==> config.mk <==
export PLATFORM = sky130hd
export DESIGN_NAME = pkt_rx_fifo
export DESIGN_NICKNAME = d
export VERILOG_FILES = /design/src/rtl/pkt_rx_pkg.sv /design/src/rtl/rx_word_store.sv /design/src/rtl/rx_len_counter.sv /design/src/rtl/rx_read_seq.sv /design/src/rtl/pkt_rx_fifo.sv
export SDC_FILE = /design/constraint.sdc
export NUM_CORES = 2
export LEC_CHECK = 0
export CAP_MARGIN = 10
export CORE_MARGIN = 3
export CORE_UTILIZATION = 30
export CTS_CLUSTER_DIAMETER = 30
export CTS_CLUSTER_SIZE = 30
export DETAILED_ROUTE_END_ITERATION = 10
export PLACE_DENSITY = 0.55
export SLEW_MARGIN = 0
export SYNTH_ARGS = -nofsm -noshare
export SYNTH_HDL_FRONTEND = slang
export SYNTH_HIERARCHICAL = 1
export SYNTH_SLANG_ARGS = --single-unit
==> constraint.sdc <==
create_clock -name clk -period 6.7 [get_ports clk]
set_input_delay 1.34 -clock clk [delete_from_list [all_inputs] [get_ports clk]]
set_output_delay 1.34 -clock clk [all_outputs]
set_load 0.005 [all_outputs]
==> src/rtl/pkt_rx_pkg.sv <==
package pkt_rx_pkg;
  localparam int WORD_W = 32;

  localparam logic [2:0] ADR_STATUS = 3'd0;
  localparam logic [2:0] ADR_ENABLE = 3'd1;
  localparam logic [2:0] ADR_FLUSH  = 3'd2;
  localparam logic [2:0] ADR_OCC    = 3'd3;
  localparam logic [2:0] ADR_DATA   = 3'd4;
  localparam logic [2:0] ADR_LEN    = 3'd5;

  localparam int BIT_UNDERREAD = 31;
  localparam int BIT_OVERREAD  = 30;
  localparam int BIT_UNDERRUN  = 29;
  localparam int BIT_ARRIVED   = 26;
  localparam int BIT_FLUSHED   = 23;

  localparam logic [WORD_W-1:0] FLUSH_KEY = 32'h0000_00A5;

  localparam logic [WORD_W-1:0] STATUS_USED =
    (32'h1 << BIT_UNDERREAD) | (32'h1 << BIT_OVERREAD) |
    (32'h1 << BIT_UNDERRUN)  | (32'h1 << BIT_ARRIVED)  |
    (32'h1 << BIT_FLUSHED);

  // bytes carried by a number of 32-bit beats
  function automatic int unsigned beats_to_bytes(int unsigned beats);
    return beats * 4;
  endfunction

  // words held in a byte length
  function automatic int unsigned bytes_to_words(int unsigned bytes);
    return bytes / 4;
  endfunction
endpackage

==> src/rtl/rx_word_store.sv <==
module rx_word_store #(
  parameter int W     = 32,
  parameter int DEPTH = 64
) (
  input  logic         clk,
  input  logic         rst_n,
  input  logic         flush,
  input  logic         push,
  input  logic [W-1:0] din,
  input  logic         pop,
  output logic [W-1:0] dout,
  output logic         full,
  output logic         empty
);
  localparam int AW = (DEPTH > 1) ? $clog2(DEPTH) : 1;
  localparam int CW = $clog2(DEPTH + 1);
  localparam logic [AW-1:0] LAST_IDX = AW'(DEPTH - 1);

  logic [W-1:0]  mem [DEPTH];
  logic [AW-1:0] wr_ptr, rd_ptr;
  logic [CW-1:0] fill;

  function automatic logic [AW-1:0] bump(logic [AW-1:0] p);
    return (p == LAST_IDX) ? '0 : p + 1'b1;
  endfunction

  assign full  = (fill == CW'(DEPTH));
  assign empty = (fill == '0);
  assign dout  = mem[rd_ptr];

  always_ff @(posedge clk) begin
    if (!rst_n || flush) begin
      wr_ptr <= '0;
      rd_ptr <= '0;
      fill   <= '0;
    end else begin
      if (push) wr_ptr <= bump(wr_ptr);
      if (pop)  rd_ptr <= bump(rd_ptr);
      case ({push, pop})
        2'b10:   fill <= fill + 1'b1;
        2'b01:   fill <= fill - 1'b1;
        default: fill <= fill;
      endcase
    end
  end

  always_ff @(posedge clk) begin
    if (push && !flush) mem[wr_ptr] <= din;
  end

  p_no_overflow_r2: assert property (@(posedge clk) disable iff (!rst_n)
    push |-> !full);
  p_no_underflow_r6: assert property (@(posedge clk) disable iff (!rst_n)
    pop |-> !empty);
endmodule

==> src/rtl/rx_len_counter.sv <==
module rx_len_counter #(
  parameter int CW = 7,
  parameter int LW = 9
) (
  input  logic          clk,
  input  logic          rst_n,
  input  logic          flush,
  input  logic          beat,
  input  logic          last,
  output logic          commit,
  output logic [CW-1:0] commit_beats,
  output logic [LW-1:0] commit_bytes
);
  import pkt_rx_pkg::*;

  logic [CW-1:0] so_far;

  assign commit       = beat && last && !flush;
  assign commit_beats = so_far + 1'b1;
  assign commit_bytes = LW'(beats_to_bytes(int'(commit_beats)));

  always_ff @(posedge clk) begin
    if (!rst_n || flush)  so_far <= '0;
    else if (commit)      so_far <= '0;
    else if (beat)        so_far <= so_far + 1'b1;
  end
endmodule

==> src/rtl/rx_read_seq.sv <==
module rx_read_seq #(
  parameter int CW = 7,
  parameter int LW = 9
) (
  input  logic          clk,
  input  logic          rst_n,
  input  logic          flush,
  input  logic          data_req,
  input  logic          len_req,
  input  logic [CW-1:0] committed,
  input  logic          len_avail,
  input  logic [LW-1:0] len_head,
  output logic          data_pop,
  output logic          len_pop,
  output logic          ev_underrun,
  output logic          ev_overread,
  output logic          ev_underread
);
  import pkt_rx_pkg::*;

  logic [CW-1:0] left_q;
  logic          data_starved, len_starved;

  assign data_starved = (committed == '0);
  assign len_starved  = !len_avail;

  assign data_pop     = data_req && !data_starved && (left_q != '0);
  assign len_pop      = len_req && !len_starved;
  assign ev_underrun  = (data_req && data_starved) || (len_req && len_starved);
  assign ev_overread  = data_req && !data_starved && (left_q == '0);
  assign ev_underread = len_pop && (left_q != '0);

  always_ff @(posedge clk) begin
    if (!rst_n || flush)
      left_q <= '0;
    else if (len_pop)
      left_q <= CW'(bytes_to_words(int'(len_head)));
    else if (data_pop)
      left_q <= left_q - 1'b1;
  end

  p_one_event_r7: assert property (@(posedge clk) disable iff (!rst_n)
    $onehot0({data_pop, ev_overread, data_req && data_starved}));
  p_open_after_len_r5: assert property (@(posedge clk) disable iff (!rst_n)
    (len_pop && !flush && len_head != '0) |=> (left_q != '0));
endmodule

==> src/rtl/pkt_rx_fifo.sv <==
module pkt_rx_fifo #(
  parameter int DATA_DEPTH = 64,
  parameter int LEN_DEPTH  = 16
) (
  input  logic        clk,
  input  logic        rst_n,
  input  logic [31:0] s_data,
  input  logic        s_valid,
  input  logic        s_last,
  output logic        s_ready,
  input  logic        reg_rd,
  input  logic        reg_wr,
  input  logic [2:0]  reg_addr,
  input  logic [31:0] reg_wdata,
  output logic [31:0] reg_rdata,
  output logic        irq
);
  import pkt_rx_pkg::*;

  localparam int CW = $clog2(DATA_DEPTH + 1);
  localparam int LW = CW + 2;

  logic              beat, flush;
  logic              data_full, data_empty, len_full, len_empty;
  logic [WORD_W-1:0] data_head;
  logic [LW-1:0]     len_head;
  logic              commit;
  logic [CW-1:0]     commit_beats;
  logic [LW-1:0]     commit_bytes;
  logic              data_req, len_req, data_pop, len_pop;
  logic              ev_underrun, ev_overread, ev_underread;
  logic [CW-1:0]     committed_q;
  logic [WORD_W-1:0] status_q, enable_q, status_set, status_clr;

  assign s_ready  = !data_full && !len_full;
  assign beat     = s_valid && s_ready;
  assign flush    = reg_wr && (reg_addr == ADR_FLUSH) && (reg_wdata == FLUSH_KEY);
  assign data_req = reg_rd && (reg_addr == ADR_DATA);
  assign len_req  = reg_rd && (reg_addr == ADR_LEN);

  rx_word_store #(.W(WORD_W), .DEPTH(DATA_DEPTH)) u_data_store (
    .clk(clk), .rst_n(rst_n), .flush(flush),
    .push(beat), .din(s_data), .pop(data_pop),
    .dout(data_head), .full(data_full), .empty(data_empty));

  rx_word_store #(.W(LW), .DEPTH(LEN_DEPTH)) u_len_store (
    .clk(clk), .rst_n(rst_n), .flush(flush),
    .push(commit), .din(commit_bytes), .pop(len_pop),
    .dout(len_head), .full(len_full), .empty(len_empty));

  rx_len_counter #(.CW(CW), .LW(LW)) u_len_count (
    .clk(clk), .rst_n(rst_n), .flush(flush),
    .beat(beat), .last(s_last),
    .commit(commit), .commit_beats(commit_beats), .commit_bytes(commit_bytes));

  rx_read_seq #(.CW(CW), .LW(LW)) u_read_seq (
    .clk(clk), .rst_n(rst_n), .flush(flush),
    .data_req(data_req), .len_req(len_req),
    .committed(committed_q), .len_avail(!len_empty), .len_head(len_head),
    .data_pop(data_pop), .len_pop(len_pop),
    .ev_underrun(ev_underrun), .ev_overread(ev_overread), .ev_underread(ev_underread));

  // words of finished packets still waiting
  always_ff @(posedge clk) begin
    if (!rst_n || flush)
      committed_q <= '0;
    else
      committed_q <= committed_q + (commit ? commit_beats : '0) - CW'(data_pop);
  end

  always_comb begin
    status_set = '0;
    status_set[BIT_UNDERREAD] = ev_underread;
    status_set[BIT_OVERREAD]  = ev_overread;
    status_set[BIT_UNDERRUN]  = ev_underrun;
    status_set[BIT_ARRIVED]   = commit;
    status_set[BIT_FLUSHED]   = flush;
    status_clr = (reg_wr && reg_addr == ADR_STATUS) ? reg_wdata : '0;
  end

  always_ff @(posedge clk) begin
    if (!rst_n) begin
      status_q <= '0;
      enable_q <= '0;
    end else begin
      status_q <= ((status_q & ~status_clr) | status_set) & STATUS_USED;
      if (reg_wr && reg_addr == ADR_ENABLE) enable_q <= reg_wdata;
    end
  end

  assign irq = |(status_q & enable_q);

  always_ff @(posedge clk) begin
    if (!rst_n)
      reg_rdata <= '0;
    else if (reg_rd) begin
      case (reg_addr)
        ADR_STATUS: reg_rdata <= status_q;
        ADR_ENABLE: reg_rdata <= enable_q;
        ADR_OCC:    reg_rdata <= WORD_W'(committed_q);
        ADR_DATA:   reg_rdata <= data_pop ? data_head : '0;
        ADR_LEN:    reg_rdata <= len_pop ? WORD_W'(len_head) : '0;
        default:    reg_rdata <= '0;
      endcase
    end
  end

  p_arrived_r2: assert property (@(posedge clk) disable iff (!rst_n)
    (beat && s_last && !flush) |=> status_q[BIT_ARRIVED]);
  p_occ_has_words_r3: assert property (@(posedge clk) disable iff (!rst_n)
    (committed_q != '0) |-> !data_empty);
  p_underrun_zero_r6: assert property (@(posedge clk) disable iff (!rst_n)
    (data_req && committed_q == '0) |=> (reg_rdata == '0) && status_q[BIT_UNDERRUN]);
  p_flush_empties_r9: assert property (@(posedge clk) disable iff (!rst_n)
    flush |=> (committed_q == '0) && len_empty && status_q[BIT_FLUSHED]);
  p_irq_masked_r11: assert property (@(posedge clk) disable iff (!rst_n)
    (enable_q == '0) |-> !irq);
  p_strobe_excl: assert property (@(posedge clk) disable iff (!rst_n)
    !(reg_rd && reg_wr));
endmodule

==> impl_metrics.yaml <==
drt:
  wl_per_cell_um: 27.3
  vias_per_cell: 5.07
  routed_wl_mm: 246
  num_vias: 45700
  drt_iter0_markers: 5356
  antenna_left: 0
  route.detailed.drc: 0
  dr.pass1.iters: 6
worst_setup_path:
  required_ns: 7.42
  cp.arrival_ns: 5.23
  setup.worst_path.start_class: "input port"
  critPathCaptureType: "flip-flop"
  crit_type: "input port to flip-flop"
  worstPathMaxFanout: 15
clocking:
  cts.clk_slew.worst_paths_ns: 0.05
  cts_tree: "done"
  cts_sinks: 2324
  ctsHoldBuffers: 0
  clkLatencyLatePin_ns: 0.89
  cts_buffers: 398
  cts_resized: 0
  cts_post_setup_buffers_inserted: 0
  clock_path_buffers: 4
  htree_levels: 5
  cts-root-buf: "clkbuf_16"
cells_and_area:
  area_delta_synth_final_pct: 22.7
  final_layout_size_suffix_gt1_frac: 0.304
  final_cells: 9015
  final.fill_count: 26800
  final_nets: 4844
yosys:
  syn_area_sq_um: 90200
  synth.avg_cell_area_sq_um: 21.0
  yosys_warnings: 6
  syn-instance-count: 4294
global_routing:
  overflow: 0
  grt_pass1_vias: 47200
  antenna_found_initial: 16
  grt_pass1_wl_mm: 352
  grt_max_degree: 96
  track_usage: 0.157
pwr:
  powerDensity_nw_per_um2: 339
  power.switching_w: 0.00789
  clockPowerShare: 0.549
  sw_frac_of_total: 0.210
  peakVddDrop_mv: 0.192
  combPwrFrac: 0.024
  leakage_nw: 34.2
  intPower_w: 0.0296
  seq_power_share: 0.427
timing:
  hold_viol: 0
  maxSlewHeadroom: 0.189
  rsz0062_at_grt: "false"
  period_share: 0.672
  fmax_mhz: 222
  finalSetupViolations: 0
  fin_crit_ns: 4.50
  maxSlewViolCount: 0
  clock_skew_ns: 0.0607
  tightest_slew_ns: 1.21
  fin_setup_tns_ns: 0
run:
  drv_cap: 0
placement:
  hpwl_mm: 145
  gp_congestion: 0.845
  place_inst: 8280
  port_buffers: 106
outcome:
  status: "complete, no violations"
floorplan:
  start_util: 0.303
  ios: 107
  fp.coreArea_sq_um: 298000
  die_h_um: 554
  core.rowCount: 200
  dieArea_sq_um: 307000
  fp.dieW_um: 554
hold_path:
  hold_class: "flip-flop to flip-flop"
==> state kept, by name, indices dropped and copies added, names as in the netlist, 5 cells and up, named ones only <==
name,count
u_data_store/mem,2048
u_len_store/mem,144
enable_q,32
reg_rdata,32
committed_q,7
u_data_store/fill,7
u_len_count/so_far,7
u_read_seq/left_q,7
u_data_store/rd_ptr,6
u_data_store/wr_ptr,6
status_q,5
u_len_store/fill,5
==> area by class of cell <==
cell class,count,area [sq um],area share
inverters,57,214,0.00193
repair buffers,304,2560,0.0231
clock buffers,437,10300,0.0929
clock inverters,293,3480,0.0314
flip-flops and latches,2324,68500,0.619
multi-input cells,1657,20700,0.187
diodes,4,10.0,0.0000905
well taps,3939,4930,0.0445
==> critical path, stage by stage <==
cell and delay, ns:
clkdlybuf4s50_1 0.57, and4bb_2 0.31, nand4_1 0.17, nor3_2 0.08, buf_4 0.21, nor2_1 0.66
nand2_1 0.14, ha_1 0.32, inv_1 0.04, ha_1 0.20, fa_1 0.44, a211oi_1 0.32
o21ai_0 0.18, a21oi_1 0.15, nor3b_1 0.06
==> power by group through the flow <==
stage	Sequential, W	Combinational, W	Clock (W)
floorplan	0.0163	0.000423	0
global placement	0.0163	0.000902	0
detailed placement	0.0163	0.000910	0
CTS	0.0160	0.000913	0.0209
global route	0.0160	0.000981	0.0216
finish	0.0160	0.000902	0.0206
==> final timing paths <==
path	end	start	slack [ns]	depth (start not counted)
worst max-delay path	committed_q[6]	reg_addr[1]	2.20	15
worst min register to register	enable_q[27]	enable_q[27]	0.45	2
worst min-delay path	enable_q[27]	enable_q[27]	0.45	2
worst max register to register	reg_rdata[24]	flip-flop	2.31	9
==> per-layer routing <==
layer  track usage  part of all wire
met2         0.250              0.47
met5             0          0.000053
met3        0.0304             0.071
met1         0.213              0.41
met4        0.0643             0.041
==> through the flow <==
| step | total power, W | area, sq um | util | worst slack, ns | hold WS, ns |
|---|---|---|---|---|---|
| 2_1_floorplan | 0.0167 | 90200 | - | 2.12 | 0.435 |
| 3_3_place_gp | 0.0172 | 96800 | 0.325 | 1.28 | 0.443 |
| 3_5_place_dp | 0.0172 | 96800 | 0.325 | 1.37 | 0.447 |
| 4_1_cts | 0.0378 | 111000 | 0.371 | 2.19 | 0.453 |
| 5_1_grt | 0.0386 | 111000 | 0.371 | 1.92 | 0.473 |
| 6_report | 0.0375 | 111000 | 0.371 | 2.20 | 0.453 |
==> layout by cell type, fill, tap and decap left out, drive strengths merged, types with 8 or more instances in the layout <==
cell type      instances
o221ai                37
nand3                 27
nor4                   8
dfxtp                132
clkdlybuf4s50         73
o22ai                 45
ha                    28
edfxtp              2192
inv                  116
a221oi                70
a22oi                 54
mux4                 559
and3                   8
nand4                 12
nor2                 127
o21ai                 33
a211oi                12
buf                  231
a21boi                38
a31oi                  8
xor2                  22
nand2b                15
o21a                  14
mux2i                 88
nor2b                 30
bufinv                57
and2                  45
or3                   11
clkinv               134
or4                   11
a22o                  46
clkbuf               437
a21oi                 82
nor3                   9
clkinvlp              43
o22a                  10
nand2                119
Note: power is estimated with default switching activity, not from simulation.
